**src/rtl/wmc_pkg.sv**
```systemverilog
package wmc_pkg;

  typedef enum logic [2:0] {
    ST_HS     = 3'd0,
    ST_MS     = 3'd1,
    ST_SUB    = 3'd2,
    ST_WATCH  = 3'd3,
    ST_SETTLE = 3'd4
  } wmc_state_e;

  localparam int MODE_W   = 4;
  localparam int M_HS     = 0;
  localparam int M_MS     = 1;
  localparam int M_SUB    = 2;
  localparam int M_WATCH  = 3;
  localparam int SETTLE_W = 18;

  function automatic logic [SETTLE_W-1:0] settle_len(input logic [2:0] code);
    logic [SETTLE_W-1:0] len;
    case (code)
      3'd5:    len = SETTLE_W'(2);
      3'd6:    len = SETTLE_W'(8);
      3'd7:    len = SETTLE_W'(16);
      default: len = SETTLE_W'(1) << (13 + int'(code));
    endcase
    return len;
  endfunction

endpackage

```
**src/rtl/wake_qualifier.sv**
```systemverilog
module wake_qualifier #(
  parameter int N_SRC = 12
) (
  input  logic [N_SRC-1:0] wake_req,
  input  logic [N_SRC-1:0] wake_en,
  input  logic             irq_mask,
  output logic             wake_hit
);

  logic [N_SRC-1:0] armed;

  genvar gi;
  generate
    for (gi = 0; gi < N_SRC; gi++) begin : g_src
      assign armed[gi] = wake_req[gi] & wake_en[gi];
    end
  endgenerate

  assign wake_hit = (|armed) & ~irq_mask;

endmodule

```
**src/rtl/settle_timer.sv**
```systemverilog
module settle_timer
  import wmc_pkg::*;
(
  input  logic       clk,
  input  logic       rst_n,
  input  logic       load,
  input  logic [2:0] code,
  input  logic       run,
  input  logic       tick,
  output logic       done
);

  logic [SETTLE_W-1:0] cnt_q, cnt_d;

  always_comb begin
    cnt_d = cnt_q;
    if (load)
      cnt_d = settle_len(code);
    else if (run && tick && cnt_q != '0)
      cnt_d = cnt_q - 1'b1;
  end

  always_ff @(posedge clk or negedge rst_n) begin
    if (!rst_n) cnt_q <= '0;
    else        cnt_q <= cnt_d;
  end

  assign done = run & tick & (cnt_q == SETTLE_W'(1));


  cnt_live_chk: assert property (@(posedge clk) disable iff (!rst_n)
    run |-> cnt_q != '0);


  cnt_step_chk: assert property (@(posedge clk) disable iff (!rst_n)
    (run && !tick && !load) |=> $stable(cnt_q));

endmodule

```
**src/rtl/periph_gate.sv**
```systemverilog
module periph_gate #(
  parameter int N_PERIPH = 8,
  parameter int N_KEEP   = 4
) (
  input  logic                clk,
  input  logic                rst_n,
  input  logic                gate,
  input  logic                lcd_run,
  output logic [N_PERIPH-1:0] en
);

  localparam int LCD_IDX = N_KEEP;

  genvar gi;
  generate
    for (gi = 0; gi < N_PERIPH; gi++) begin : g_en
      if (gi < N_KEEP) begin : g_keep
        assign en[gi] = 1'b1;
      end else if (gi == LCD_IDX) begin : g_lcd
        assign en[gi] = ~gate | lcd_run;
      end else begin : g_off
        assign en[gi] = ~gate;
      end
    end
  endgenerate


  watch_timer_on_chk: assert property (@(posedge clk) disable iff (!rst_n)
    gate |-> en[0]);


  top_bit_off_chk: assert property (@(posedge clk) disable iff (!rst_n)
    gate |-> !en[N_PERIPH-1]);

endmodule

```
**src/rtl/watch_mode_ctrl.sv**
```systemverilog
module watch_mode_ctrl
  import wmc_pkg::*;
#(
  parameter int N_SRC    = 12,
  parameter int N_PERIPH = 8
) (
  input  logic                clk,
  input  logic                rst_n,
  input  logic                slow_tick,
  input  logic                sleep_req,
  input  logic                standby_sel,
  input  logic                watch_en,
  input  logic                lowspeed_sel,
  input  logic                medspeed_sel,
  input  logic [2:0]          settle_sel,
  input  logic                lcd_run,
  input  logic                irq_mask,
  input  logic [N_SRC-1:0]    wake_req,
  input  logic [N_SRC-1:0]    wake_en,
  output logic [MODE_W-1:0]   mode_onehot,
  output logic                cpu_clk_en,
  output logic [N_PERIPH-1:0] periph_clk_en,
  output logic                wake_exc
);

  logic [1:0] rst_sync_q;
  logic       rst_i_n;

  always_ff @(posedge clk or negedge rst_n) begin
    if (!rst_n) rst_sync_q <= 2'b00;
    else        rst_sync_q <= {rst_sync_q[0], 1'b1};
  end
  assign rst_i_n = rst_sync_q[1];

  wmc_state_e state_q, state_d, target_q, target_d;
  logic       resume_q, resume_d, exc_q;
  logic       wake_hit, settle_load, settle_done, gated;

  wake_qualifier #(.N_SRC(N_SRC)) u_wq (
    .wake_req (wake_req),
    .wake_en  (wake_en),
    .irq_mask (irq_mask),
    .wake_hit (wake_hit)
  );

  settle_timer u_st (
    .clk   (clk),
    .rst_n (rst_i_n),
    .load  (settle_load),
    .code  (settle_sel),
    .run   (state_q == ST_SETTLE),
    .tick  (slow_tick),
    .done  (settle_done)
  );

  always_comb begin
    state_d     = state_q;
    target_d    = target_q;
    settle_load = 1'b0;
    resume_d    = 1'b0;
    case (state_q)
      ST_HS, ST_MS, ST_SUB: begin
        if (sleep_req && standby_sel && watch_en) state_d = ST_WATCH;
      end
      ST_WATCH: begin
        if (wake_hit) begin
          if (lowspeed_sel) begin
            state_d  = ST_SUB;
            resume_d = 1'b1;
          end else begin
            state_d     = ST_SETTLE;
            target_d    = medspeed_sel ? ST_MS : ST_HS;
            settle_load = 1'b1;
          end
        end
      end
      ST_SETTLE: begin
        if (settle_done) begin
          state_d  = target_q;
          resume_d = 1'b1;
        end
      end
      default: state_d = ST_HS;
    endcase
  end

  always_ff @(posedge clk or negedge rst_n) begin
    if (!rst_n) begin
      state_q  <= ST_HS;
      target_q <= ST_HS;
      resume_q <= 1'b0;
      exc_q    <= 1'b0;
    end else if (rst_i_n) begin
      state_q  <= state_d;
      target_q <= target_d;
      resume_q <= resume_d;
      exc_q    <= resume_q;
    end
  end

  assign gated = (state_q == ST_WATCH) || (state_q == ST_SETTLE);

  always_comb begin
    mode_onehot = '0;
    case (state_q)
      ST_MS:   mode_onehot[M_MS]    = 1'b1;
      ST_SUB:  mode_onehot[M_SUB]   = 1'b1;
      ST_HS:   mode_onehot[M_HS]    = 1'b1;
      default: mode_onehot[M_WATCH] = 1'b1;
    endcase
  end

  assign cpu_clk_en = ~gated;
  assign wake_exc   = exc_q;

  periph_gate #(.N_PERIPH(N_PERIPH), .N_KEEP(4)) u_pg (
    .clk     (clk),
    .rst_n   (rst_i_n),
    .gate    (gated),
    .lcd_run (lcd_run),
    .en      (periph_clk_en)
  );


  mode_onehot_chk: assert property (@(posedge clk) disable iff (!rst_i_n)
    $countones(mode_onehot) == 1);


  exc_single_chk: assert property (@(posedge clk) disable iff (!rst_i_n)
    wake_exc |=> !wake_exc);


  exc_after_change_chk: assert property (@(posedge clk) disable iff (!rst_i_n)
    wake_exc |-> !$past(mode_onehot[M_WATCH]) && $past(mode_onehot[M_WATCH], 2));


  sleep_ignored_chk: assert property (@(posedge clk) disable iff (!rst_i_n)
    (cpu_clk_en && !watch_en) |=> !mode_onehot[M_WATCH]);


  cpu_gated_chk: assert property (@(posedge clk) disable iff (!rst_i_n)
    mode_onehot[M_WATCH] |-> !cpu_clk_en);


  sub_direct_chk: assert property (@(posedge clk) disable iff (!rst_i_n)
    (mode_onehot[M_WATCH] && wake_hit && lowspeed_sel) |=> mode_onehot[M_SUB]);

endmodule

```
**config.mk**
```make
export PLATFORM = sky130hd
export DESIGN_NAME = watch_mode_ctrl
export DESIGN_NICKNAME = d
export VERILOG_FILES = /design/src/rtl/wmc_pkg.sv /design/src/rtl/wake_qualifier.sv /design/src/rtl/settle_timer.sv /design/src/rtl/periph_gate.sv /design/src/rtl/watch_mode_ctrl.sv
export SDC_FILE = /design/constraint.sdc
export NUM_CORES = 1
export LEC_CHECK = 0
export BUFFER_PORTS_ARGS = -buffer_cell sky130_fd_sc_hd__clkbuf_2
export CORE_MARGIN = 4
export CORE_UTILIZATION = 48
export CTS_CLUSTER_SIZE = 40
export DETAILED_ROUTE_END_ITERATION = 16
export PLACE_DENSITY = 0.74
export SETUP_SLACK_MARGIN = 0.2
export SLEW_MARGIN = 40
export SYNTH_ARGS = -nofsm -noshare
export SYNTH_HDL_FRONTEND = slang
export SYNTH_SLANG_ARGS = --single-unit
```
**constraint.sdc**
```tcl
create_clock -name clk -period 1.5 [get_ports clk]
set_clock_uncertainty 0.15 [all_clocks]
set_input_delay 0.15 -clock clk [delete_from_list [all_inputs] [get_ports clk]]
set_output_delay 0.15 -clock clk [all_outputs]
set_load 0.02 [all_outputs]
```
==> metrics.md <==
| Metric | Value |
|---|---|
| DR vias | 2316 |
| Failing checks | negative setup slack |
| Dominant synthesized flop cell | dfrtp_1 |
| DIE AREA | 5000 um^2 |
| Tmin final | 2.11 ns |
| Sum Neg Setup Slack | -13.24 ns |
| Wire length after detailed routing | 7600 um |
| CP endpoint | u_st.cnt_q[16]$_DFFE_PN0P_ |
| Int Pwr | 3.89 mW |
| Relative slew slack | 0.621 |
| Final hold violations | 0 |
| WHS | 0.0941 ns |
| Fraction of layout cells with a size suffix above 1 | 0.589 |
| First-pass DRT Iterations | 6 |
| # fillers | 160 |
| Clock-pin slew on the worst setup and hold paths | 0.10 ns |
| Largest cells by area after synthesis | dfrtp_1 34%, mux2i_1 6.4%, nor2_1 3.8% |
| Number of global-route vias before repair | 2050 |
| CTS H-tree depth | 1 |
| Antenna cell count | 0 |
| CTS tree | done |
| Post-synthesis register bit count | 26 |
| Final Max Slew Viols | 0 |
| Comb pwr share | 0.738 |
| DP Wirelength | 4150 um |
| Worst slew pin tran | 0.563 ns |
| Nets@finish | 380 |
| First-pass GRT wire length | 9890 um |
| Slowest-stage cell, CP | or4_4 |
| Register Area | 659 um^2 |
| Cts bufs inserted | 3 |
| Grt total ovfl | 0 |
| Worst setup EP type | flip-flop |
| Largest net degree at the start of global routing | 21 |
| Initial antenna violation count | 0 |
| Row count | 22 |
| WP depth | 5 |
| Synth area leader | dfrtp_1 |
| CP delay by family, top | simple AND/OR/NAND/NOR gates |
| Worst Path Required | 1.53 ns |
| MaxCap Viol Count | 0 |
| Sw Share | 0.430 |
| I/O pin count | 51 |
| CP startpoint kind | flip-flop |
| Clock Latency Late Sink | 0.28 ns |
| Syn Std Cell Area | 1890 um^2 |
| Routed Antenna Nets | 0 |
| Height of the die | 70.7 um |
| Critical path type | flip-flop to flip-flop |
| Final setup violation count | 32 |
| Most frequent CP cell | mux2i_1 |
| Crit-path max cell delay | 0.60 ns |
| IO Port Bufs | 46 |
| Reg2Reg Depth | 5 |
| Clock Sinks | 26 |
| Starting density of the core | 0.504 |
| Number of enable flip-flop cells after synthesis | 0 |
| WL/cell | 19.7 um |
| Average size of a mapped cell | 9.12 um^2 |
| R2R setup slack | -0.61 ns |
| Synth top area share | 0.345 |
| Power per cell area | 2060 nW/um^2 |
| Critical path arrival | 2.14 ns |
| Clock power share | 0.091 |
| Synth Instances | 207 |
| Setup ws final | -0.610 ns |
| Via-per-instance ratio | 6.00 |
| Core box area | 3740 um^2 |
| Placement Setup Slack | -0.471 ns |
| Leakage | 1.60 nW |
| Area Growth Syn to Fin | 75.1% |
| Finished Core Util | 0.883 |
| Sequential share of the synthesized area | 0.345 |
| Synth Warn # | 0 |
| HP Class | input pin to flip-flop |
| Multi-input combinational cell area | 1410 um^2 |
| Post-synth ARST share | 1.00 |
| Fmax | 474 MHz |
| Reg2reg start | u_st.cnt_q[6]$_DFFE_PN0P_ |
| Total track usage | 0.244 |
| DR iter-0 viols | 235 |
| Outcome | finished with violations |
| Die W | 70.7 um |
| CTS Buffer Depth | 2 |
| Unrepaired setup endpoints after global routing | true |
| Cell variety after synth | 59 |
| # DRC | 0 |
| Critical-path maximum fanout | 5 |
| Buf+Inv Stages, Crit Path | 0 |
| Reg-to-Reg End | u_st.cnt_q[16]$_DFFE_PN0P_ |
| Maximum vdd drop | 0.000941 V |
| Sequential power share | 0.171 |
| Total power | 6.81 mW |
| CP startpoint | u_st.cnt_q[6]$_DFFE_PN0P_ |
| Fin crit share | 1.41 |
| GPL Wtd Cong | 0.893 |
| CTS root buf | clkbuf_8 |
| NetSw | 2.93 mW |
| Worst-path cell chain | or4_4 -> nor3_4 -> nand3_2 -> mux2i_1 -> mux2i_1 |
-- layout make-up --
| cell class | count | share of cell area |
|---|---|---|
| clock buffers | 3 | 0.0125 |
| clock inverters | 1 | 0.00908 |
| inverters | 9 | 0.0117 |
| multi-input cells | 164 | 0.426 |
| flip-flops and latches | 26 | 0.199 |
| well taps | 48 | 0.0182 |
| repair buffers | 135 | 0.323 |
-- worst min-delay path by stage --
stage                       start                          to  slack (ns)  cells after the start
global placement            rst_n      state_q[0]$_DFFE_PN0P_       -0.14                      1
floorplan                   rst_n        resume_q$_DFFE_PN0P_       -0.30                      0
CTS                         rst_n      state_q[2]$_DFFE_PN0P_         0.1                      2
detailed placement          rst_n      state_q[0]$_DFFE_PN0P_       -0.14                      1
global route        settle_sel[1]  u_st.cnt_q[11]$_DFFE_PN0P_        0.10                      4
finish              settle_sel[1]  u_st.cnt_q[11]$_DFFE_PN0P_        0.09                      4
-- tightest hold or removal path: stages --
cell and delay (ns):
clkbuf_2 0.09, buf_4 0.14, nand3_1 0.06, mux2i_1 0.06
-- what timing repair did --
action	in CTS	in global routing
setup endpoints to repair	32	32
setup buffers	7	13
hold endpoints to repair	9	0
hold buffers	2	0
gates resized for setup	43	53
pin swaps	6	21
-- cells in the final DEF (no fill, tap or decap), types with 5 or more instances in the layout --
cell	count
buf_4	66
nand3_1	5
a22oi_1	6
nor2_4	5
clkbuf_2	37
buf_6	23
conb_1	5
dfrtp_2	7
nor2_1	15
nand2_1	17
xor2_1	6
nor4_4	5
mux2i_1	12
inv_1	5
buf_8	5
dfrtp_1	19
-- synthesized netlist by cell type, types with 4 or more instances --
cell type	number
xor2_1	7
nor2_1	19
a21oi_1	7
buf_4	9
nor4_1	6
nand3_1	8
nor3_1	7
inv_1	8
mux2i_1	12
a22oi_1	6
o211ai_1	4
ha_1	4
nand2_1	18
dfrtp_1	26
-- per-stage QoR --
stage	cells	instance area, um^2
after floorplan	211	1990
after global placement	360	2690
after detailed placement	360	2690
after CTS	373	3000
after global routing	386	3310
final	386	3310
-- registers in the layout (all words and copies together), names as in the netlist --
register,count
target_q,1
resume_q,1
rst_sync_q,2
state_q,3
wake_exc,1
u_st.cnt_q,18
-- power groups by stage --
| stage | logic [mW] | registers [mW] | clock network [mW] |
|---|---|---|---|
| floorplan | 1.83 | 1.14 | 0 |
| global route | 5.27 | 1.18 | 0.648 |
| finish | 5.03 | 1.17 | 0.617 |
| detailed placement | 3.21 | 1.11 | 0 |
| global placement | 3.13 | 1.10 | 0 |
| CTS | 3.76 | 1.11 | 0.593 |
-- layer usage --
layer | global-route usage | vias up | routed length [um]
li1 | - | 1014 | -
met1 | 0.317 | 1132 | 3050
met2 | 0.398 | 137 | 3670
met3 | 0.0526 | 33 | 622
met4 | 0.0898 | 0 | 259
met5 | 0 | - | 0
-- cells by family after synthesis --
logic type,Yosys count,share of synthesized area
buf+inv,21,0.0649
flops,26,0.345
xor+xnor,9,0.0418
compound gates,40,0.159
simple gates,92,0.286
other cells,1,0.00199
mux,14,0.0755
fa+ha+maj,4,0.0265
Power figures use the tool's default switching activity.
